<file path="config.mk">
export PLATFORM = sky130hd
export DESIGN_NAME = ndma_tx_engine
export DESIGN_NICKNAME = d
export VERILOG_FILES = /design/src/rtl/ndma_pkg.sv /design/src/rtl/ndma_ctrl_regs.sv /design/src/rtl/ndma_beat_counter.sv /design/src/rtl/ndma_sequencer.sv /design/src/rtl/ndma_tx_engine.sv
export SDC_FILE = /design/constraint.sdc
export NUM_CORES = 1
export LEC_CHECK = 0
export BUFFER_PORTS_ARGS = -buffer_cell sky130_fd_sc_hd__buf_2
export CAP_MARGIN = 20
export CORE_MARGIN = 2
export CORE_UTILIZATION = 50
export DETAILED_ROUTE_END_ITERATION = 10
export GPL_ROUTABILITY_DRIVEN = 0
export PLACE_DENSITY = 0.71
export SETUP_SLACK_MARGIN = 0.2
export SYNTH_ARGS = -nofsm -noshare
export SYNTH_HDL_FRONTEND = slang
export SYNTH_HIERARCHICAL = 1
export SYNTH_SLANG_ARGS = --single-unit
</file>
<file path="constraint.sdc">
create_clock -name clk -period 8.8 [get_ports clk]
set_clock_uncertainty 0.15 [all_clocks]
set_input_delay 0.88 -clock clk [delete_from_list [all_inputs] [get_ports clk]]
set_output_delay 0.88 -clock clk [all_outputs]
set_load 0.005 [all_outputs]
</file>
<file path="src/rtl/ndma_pkg.sv">
package ndma_pkg;
  localparam int DATA_W          = 32;
  localparam int CFG_EN_BIT      = 0;
  localparam int CFG_DIR_BIT     = 1;
  localparam int CFG_IE_BIT      = 4;
  localparam int CFG_W           = 16;
  localparam int DESC_NEXT_OFS   = 0;
  localparam int DESC_BUF_OFS    = 4;
  localparam int DESC_CFG_OFS    = 8;
  localparam int WORD_BYTES      = 4;

  typedef enum logic [3:0] {
    ST_IDLE,
    ST_F_NEXT,
    ST_F_BUF,
    ST_F_CFG,
    ST_DECODE,
    ST_RD_REQ,
    ST_RD_CAP,
    ST_SEND,
    ST_WR_STAT
  } seq_state_e;
endpackage

</file>
<file path="src/rtl/ndma_ctrl_regs.sv">
module ndma_ctrl_regs
  import ndma_pkg::*;
#(
  parameter int AW = 32
) (
  input  logic              clk,
  input  logic              rst_n,
  input  logic              ctl_wr,
  input  logic              ctl_sel,
  input  logic [DATA_W-1:0] ctl_wdata,
  input  logic              busy,
  output logic [AW-1:0]     ptr_q,
  output logic              start_pulse
);

  // pointer register only moves while the engine is parked
  always_ff @(posedge clk) begin
    if (!rst_n)
      ptr_q <= '0;
    else if (ctl_wr && !ctl_sel && !busy)
      ptr_q <= ctl_wdata[AW-1:0];
  end

  assign start_pulse = ctl_wr && ctl_sel && ctl_wdata[CFG_EN_BIT] && !busy;

  p_ptr_frozen_r3: assert property (@(posedge clk) disable iff (!rst_n)
    (busy && ctl_wr) |=> $stable(ptr_q));

  p_start_runs_r2: assert property (@(posedge clk) disable iff (!rst_n)
    start_pulse |=> busy);

endmodule

</file>
<file path="src/rtl/ndma_beat_counter.sv">
module ndma_beat_counter #(
  parameter int LEN_W = 16
) (
  input  logic             clk,
  input  logic             rst_n,
  input  logic             load,
  input  logic [LEN_W-1:0] len_in,
  input  logic             adv,
  output logic             last_beat
);
  localparam int CNT_W = LEN_W;

  logic [CNT_W-1:0] total_q;
  logic [CNT_W-1:0] beat_q;
  logic             loaded_q;
  logic [LEN_W:0]   padded;
  logic [CNT_W-1:0] total_words;

  // two prefix bytes plus rounding up to whole 32-bit words
  assign padded      = {1'b0, len_in} + (LEN_W+1)'(5);
  assign total_words = CNT_W'(padded[LEN_W:2]);

  always_ff @(posedge clk) begin
    if (!rst_n) begin
      total_q  <= '0;
      beat_q   <= '0;
      loaded_q <= 1'b0;
    end else if (load) begin
      total_q  <= total_words;
      beat_q   <= '0;
      loaded_q <= 1'b1;
    end else if (adv) begin
      beat_q   <= beat_q + CNT_W'(1);
    end
  end

  assign last_beat = loaded_q && (beat_q == total_q - CNT_W'(1));

  p_beat_range_r5: assert property (@(posedge clk) disable iff (!rst_n)
    loaded_q |-> (beat_q < total_q));

  p_no_adv_past_end_r6: assert property (@(posedge clk) disable iff (!rst_n)
    adv |-> !last_beat);

endmodule

</file>
<file path="src/rtl/ndma_sequencer.sv">
module ndma_sequencer
  import ndma_pkg::*;
#(
  parameter int AW    = 32,
  parameter int LEN_W = 16
) (
  input  logic              clk,
  input  logic              rst_n,
  input  logic              start_pulse,
  input  logic [AW-1:0]     ptr_in,
  output logic              mem_rd,
  output logic              mem_wr,
  output logic [AW-1:0]     mem_addr,
  output logic [DATA_W-1:0] mem_wdata,
  input  logic [DATA_W-1:0] mem_rdata,
  output logic [DATA_W-1:0] tx_data,
  output logic              tx_valid,
  input  logic              tx_ready,
  output logic              tx_last,
  output logic              busy,
  output logic              irq_done,
  output logic              cnt_load,
  output logic [LEN_W-1:0]  cnt_len,
  output logic              cnt_adv,
  input  logic              last_beat
);
  localparam int PAD_W = DATA_W - 1 - LEN_W;

  seq_state_e        state_q;
  logic [AW-1:0]     desc_q;
  logic [AW-1:0]     next_q;
  logic [AW-1:0]     buf_q;
  logic [CFG_W-1:0]  cfg_q;
  logic [DATA_W-1:0] word_q;
  logic [LEN_W-1:0]  len_q;
  logic              first_q;
  logic              irq_q;
  logic              hs;
  logic              complete;

  assign hs       = tx_valid && tx_ready;
  assign complete = (state_q == ST_SEND && hs && last_beat) || (state_q == ST_WR_STAT);

  assign tx_valid = (state_q == ST_SEND);
  assign tx_data  = word_q;
  assign tx_last  = tx_valid && last_beat;
  assign busy     = (state_q != ST_IDLE);
  assign irq_done = irq_q;

  assign cnt_load = (state_q == ST_RD_CAP) && first_q;
  assign cnt_len  = mem_rdata[LEN_W-1:0];
  assign cnt_adv  = (state_q == ST_SEND) && hs && !last_beat;

  assign mem_wdata = {1'b1, {PAD_W{1'b0}}, len_q};

  always_comb begin
    mem_rd   = 1'b0;
    mem_wr   = 1'b0;
    mem_addr = desc_q;
    unique case (state_q)
      ST_F_NEXT:  begin mem_rd = 1'b1; mem_addr = desc_q + AW'(DESC_NEXT_OFS); end
      ST_F_BUF:   begin mem_rd = 1'b1; mem_addr = desc_q + AW'(DESC_BUF_OFS);  end
      ST_F_CFG:   begin mem_rd = 1'b1; mem_addr = desc_q + AW'(DESC_CFG_OFS);  end
      ST_RD_REQ:  begin mem_rd = 1'b1; mem_addr = buf_q; end
      ST_WR_STAT: begin mem_wr = 1'b1; mem_addr = buf_q; end
      default: ;
    endcase
  end

  always_ff @(posedge clk) begin
    if (!rst_n) begin
      state_q <= ST_IDLE;
      desc_q  <= '0;
      next_q  <= '0;
      buf_q   <= '0;
      cfg_q   <= '0;
      word_q  <= '0;
      len_q   <= '0;
      first_q <= 1'b0;
      irq_q   <= 1'b0;
    end else begin
      irq_q <= complete && cfg_q[CFG_IE_BIT];
      unique case (state_q)
        ST_IDLE: if (start_pulse) begin
          desc_q  <= ptr_in;
          state_q <= ST_F_NEXT;
        end
        ST_F_NEXT: state_q <= ST_F_BUF;
        ST_F_BUF: begin
          next_q  <= mem_rdata[AW-1:0];
          state_q <= ST_F_CFG;
        end
        ST_F_CFG: begin
          buf_q   <= mem_rdata[AW-1:0];
          state_q <= ST_DECODE;
        end
        ST_DECODE: begin
          cfg_q <= mem_rdata[CFG_W-1:0];
          if (!mem_rdata[CFG_EN_BIT])
            state_q <= ST_IDLE;
          else if (mem_rdata[CFG_DIR_BIT])
            state_q <= ST_WR_STAT;
          else begin
            first_q <= 1'b1;
            state_q <= ST_RD_REQ;
          end
        end
        ST_RD_REQ: state_q <= ST_RD_CAP;
        ST_RD_CAP: begin
          word_q <= mem_rdata;
          if (first_q) begin
            len_q   <= mem_rdata[LEN_W-1:0];
            first_q <= 1'b0;
          end
          state_q <= ST_SEND;
        end
        ST_SEND: if (hs) begin
          if (last_beat) begin
            desc_q  <= next_q;
            state_q <= ST_F_NEXT;
          end else begin
            buf_q   <= buf_q + AW'(WORD_BYTES);
            state_q <= ST_RD_REQ;
          end
        end
        ST_WR_STAT: begin
          desc_q  <= next_q;
          state_q <= ST_F_NEXT;
        end
        default: state_q <= ST_IDLE;
      endcase
    end
  end

  p_stream_hold_r7: assert property (@(posedge clk) disable iff (!rst_n)
    (tx_valid && !tx_ready) |=> (tx_valid && $stable(tx_data) && $stable(tx_last)));

  p_irq_single_r11: assert property (@(posedge clk) disable iff (!rst_n)
    irq_done |=> !irq_done);

  p_gap_after_last_r6: assert property (@(posedge clk) disable iff (!rst_n)
    (tx_valid && tx_ready && tx_last) |=> !tx_valid);

endmodule

</file>
<file path="src/rtl/ndma_tx_engine.sv">
module ndma_tx_engine
  import ndma_pkg::*;
#(
  parameter int AW    = 32,
  parameter int LEN_W = 16
) (
  input  logic              clk,
  input  logic              rst_n,
  input  logic              ctl_wr,
  input  logic              ctl_sel,
  input  logic [DATA_W-1:0] ctl_wdata,
  output logic              mem_rd,
  output logic              mem_wr,
  output logic [AW-1:0]     mem_addr,
  output logic [DATA_W-1:0] mem_wdata,
  input  logic [DATA_W-1:0] mem_rdata,
  output logic [DATA_W-1:0] tx_data,
  output logic              tx_valid,
  input  logic              tx_ready,
  output logic              tx_last,
  output logic              busy,
  output logic              irq_done
);

  logic [AW-1:0]    ptr_q;
  logic             start_pulse;
  logic             cnt_load;
  logic [LEN_W-1:0] cnt_len;
  logic             cnt_adv;
  logic             last_beat;

  ndma_ctrl_regs #(.AW(AW)) u_regs (
    .clk         (clk),
    .rst_n       (rst_n),
    .ctl_wr      (ctl_wr),
    .ctl_sel     (ctl_sel),
    .ctl_wdata   (ctl_wdata),
    .busy        (busy),
    .ptr_q       (ptr_q),
    .start_pulse (start_pulse)
  );

  ndma_beat_counter #(.LEN_W(LEN_W)) u_beats (
    .clk       (clk),
    .rst_n     (rst_n),
    .load      (cnt_load),
    .len_in    (cnt_len),
    .adv       (cnt_adv),
    .last_beat (last_beat)
  );

  ndma_sequencer #(.AW(AW), .LEN_W(LEN_W)) u_seq (
    .clk         (clk),
    .rst_n       (rst_n),
    .start_pulse (start_pulse),
    .ptr_in      (ptr_q),
    .mem_rd      (mem_rd),
    .mem_wr      (mem_wr),
    .mem_addr    (mem_addr),
    .mem_wdata   (mem_wdata),
    .mem_rdata   (mem_rdata),
    .tx_data     (tx_data),
    .tx_valid    (tx_valid),
    .tx_ready    (tx_ready),
    .tx_last     (tx_last),
    .busy        (busy),
    .irq_done    (irq_done),
    .cnt_load    (cnt_load),
    .cnt_len     (cnt_len),
    .cnt_adv     (cnt_adv),
    .last_beat   (last_beat)
  );

endmodule

</file>
==> impl_results.md <==
- Post-synth EDFFs: 0
- Fin crit share: 0.503
- Post-route cell area: roughly 13000 um2
- Post-DP Area: between 10000 and 15000 um2
- Main combinational cell family by area after synthesis: simple AND/OR/NAND/NOR gates
- First-pass GRT wire length: 56.6 mm
- Max-slew violations: 0
- Simple-gate area share of the yosys netlist: 0.273
- Worst vdd ir: 0.123 mV
- Grt ovf: 0
- Initial antenna violation count: 1
- Hold crit path type: flip-flop to flip-flop
- Ys async rst share: 0
- Final setup violation count: 0
- # diodes: 0
- Share of cells above drive strength 1: 0.152
- DR vias: roughly 12000
- Final TNS setup: 0 ns
- Multiplexer area fraction after synthesis: 0.0319
- CTS tree: done
- Dpl hpwl: ~26 mm
- Max-cap violations: 0
- Yosys reg bits: 215
- Wirelength per Cell: ~19 um
- Area of the multi-input gates: roughly 6700 um2
- Routed WL: between 30 and 40 mm
- Die area: about 25000 um2
- Tmin final: ~4.4 ns
- PwrDens: approximately 180 nW/um2
- Drt first pass iters: 6
- Post-Synth Adder-Cell Area: 0.00534
- Worst-skew pair later-pin latency: 0.51 ns
- Vias in the first global route: around 10000
- Netlist cell types: slightly below 90
- Hold Vio Cnt, Final: 0
- CTS resizes: 0
- I/O pin count: about 170
- CTS max path bufs: 3
- Mapped Cells: between 1500 and 2000
- Slew Limit Headroom: 0.262
- Die H: between 150 and 200 um
- Synth Cell Area: 11700 um2
- DR iter-0 viols: between 1000 and 1500
- Cts hold-fix bufs: 0
- DR vias/cell: 6.07
- Initial Util: 0.514
- Filler cell count: 2200
- Setup Buffers After CTS: 0
- Worst path required time: around 7.8 ns
- Final nets: about 1700
- Post-DRT Antenna Nets: 0
- CTS Sinks: 215
- Seq. cell area: roughly 4300 um2
- Startpoint class of the critical path: flip-flop
- YS warnings: 6
- Main flop type after synthesis: dfxtp_1
- Status: completed
- RSZ-0062 raised after global routing: false
- Worst Max-Slew Pin Slew: around 1.1 ns
- Critical path class: flip-flop to output port
- Worst setup EP type: output port
- Crit path DAT: 3.39 ns
- Maximum number of pins on one net before global-route repair: 98
- Peak Freq: around 230 MHz
- CTS Buf Count: 23
- Synth Area in XOR/XNOR: 0.0314
- Overall Global Routing Usage: 0.292
- IO buf count: 154
- Power consumption: about 2.4 mW
- # rows: 55
- DR DRC count: 0
- Width of the die: roughly 160 um
- Crit-path max FO: 17
- Root buffer cell: clkbuf_16
- Compound-Gate Fraction of Synth Area: 0.220
- Syn avg cell area: between 7 and 8 um2
- Area of the core: 22800 um2
- Clock-pin slew on the worst setup and hold paths: about 0.06 ns
- Seq/Total Area, Yosys: 0.368
- P&R area growth vs syn: 10.9%
- H-tree depth: 1
- Leakage: 4.72 nW
metal layers:
metal,global-route usage,vias to the layer above,wire length (um),part of all wire
li1,-,5572,-,-
met1,0.407,5442,15500,0.42
met2,0.448,607,16300,0.44
met3,0.0628,99,4150,0.11
met4,0.100,2,1300,0.035
met5,0,-,13,0.00035
registers in the layout, summed over array words and instances, names as in the netlist:
name	flops
u_seq/len_q	16
u_seq/state_q	4
u_beats/total_q	15
u_seq/next_q	32
u_seq/first_q	1
u_beats/loaded_q	1
u_seq/tx_data	32
u_seq/desc_q	32
u_regs/ptr_q	32
u_seq/buf_q	32
u_seq/irq_done	1
u_seq/cfg_q	1
u_beats/beat_q	16
stage by stage:
| stage | std cells | util | hold slack [ns] | setup WS [ns] |
|---|---|---|---|---|
| after floorplan | 1560 | - | 0.262 | 5.46 |
| after global placement | 1894 | 0.540 | 0.284 | 4.86 |
| after detailed placement | 1894 | 0.540 | 0.277 | 4.73 |
| after CTS | 1932 | 0.570 | 0.286 | 4.53 |
| after global routing | 1932 | 0.570 | 0.294 | 4.22 |
| final | 1932 | 0.570 | 0.283 | 4.38 |
logic make-up after synthesis:
| logic type | count (synthesis) |
|---|---|
| mux | 37 |
| flops | 215 |
| compound gates | 403 |
| fa+ha+maj | 5 |
| buf+inv | 162 |
| other cells | 2 |
| simple gates | 680 |
| xor+xnor | 42 |
cells in the final DEF (no fill, tap or decap), drive strengths merged, types with 5 or more instances in the layout:
master	netlist	layout
nor3	28	28
a21o	5	5
nor2	102	102
inv	14	14
o22ai	10	10
nand2	349	349
nand3	58	58
ha	5	5
a41oi	7	7
a21oi	151	151
o31a	5	5
and2	8	8
nand4	28	28
a22o	5	5
dfxtp	215	215
nor3b	6	6
a31oi	11	11
xor2	21	21
o221a	7	7
or3	12	12
a22oi	11	11
nand3b	6	6
buf	70	169
and4	6	6
a211oi	9	9
nand2b	18	18
o31ai	5	5
conb	2	16
a31o	5	5
clkbuf	78	35
or2	6	6
o311ai	5	5
xnor2	21	21
o21ai	92	92
mux2i	35	35
o21a	5	5
nor4	12	12
o211ai	7	7
and3	18	18
a311oi	35	35
power by group:
group | switching [mW] | internal (mW)
Combinational | 0.234 | 0.144
Clock | 0.382 | 0.513
Sequential | 0.0816 | 1.03
Total | 0.697 | 1.69
worst max-delay path, stage by stage, from the launching register on:
cell and delay [ns]:
dfxtp_1 0.74, nand4bb_1 0.83, o22ai_1 0.60, nand2_1 0.15, o311ai_1 0.38, buf_2 0.18
synthesized netlist by cell type, types with 7 or more instances:
library cell	number	area, um2
nand2_1	349	1310
dfxtp_1	215	4300
a21oi_1	151	756
nor2_1	102	383
o21ai_0	91	455
clkbuf_1	75	282
nand3_1	58	290
a311oi_1	35	307
mux2i_1	35	350
buf_4	32	240
nand4_1	28	175
nor3_1	27	135
buf_2	25	125
xnor2_1	21	184
xor2_1	21	184
nand2b_1	18	113
and3_1	17	106
inv_1	13	48.8
a22oi_1	11	82.6
a31oi_1	11	68.8
or3_1	11	68.8
o22ai_1	10	62.6
buf_1	9	33.8
nor4_1	9	56.3
a211oi_1	8	60.1
and2_1	8	50.1
a41oi_1	7	61.3
o211ai_1	7	52.6
o221a_2	7	78.8
final timing paths:
check / start / end / slack (ns) / cells past startpoint
worst max-delay path: u_seq/state_q[0] / mem_addr[14] / 4.38 / 5
worst min-delay path: u_seq/cfg_q[4] / u_seq/irq_done / 0.28 / 2
worst max register to register: u_seq/state_q[2] / u_beats/beat_q[10] / 4.67 / 7
worst min register to register: u_seq/cfg_q[4] / u_seq/irq_done / 0.28 / 2
area by class of cell:
cell class / instances / share of cell area
well taps: 313 / 0.0302
repair buffers: 169 / 0.0681
clock inverters: 3 / 0.00116
multi-input cells: 1183 / 0.514
flip-flops and latches: 215 / 0.332
clock buffers: 35 / 0.0509
inverters: 14 / 0.00424
No activity file was read; power rests on OpenSTA's default activity.
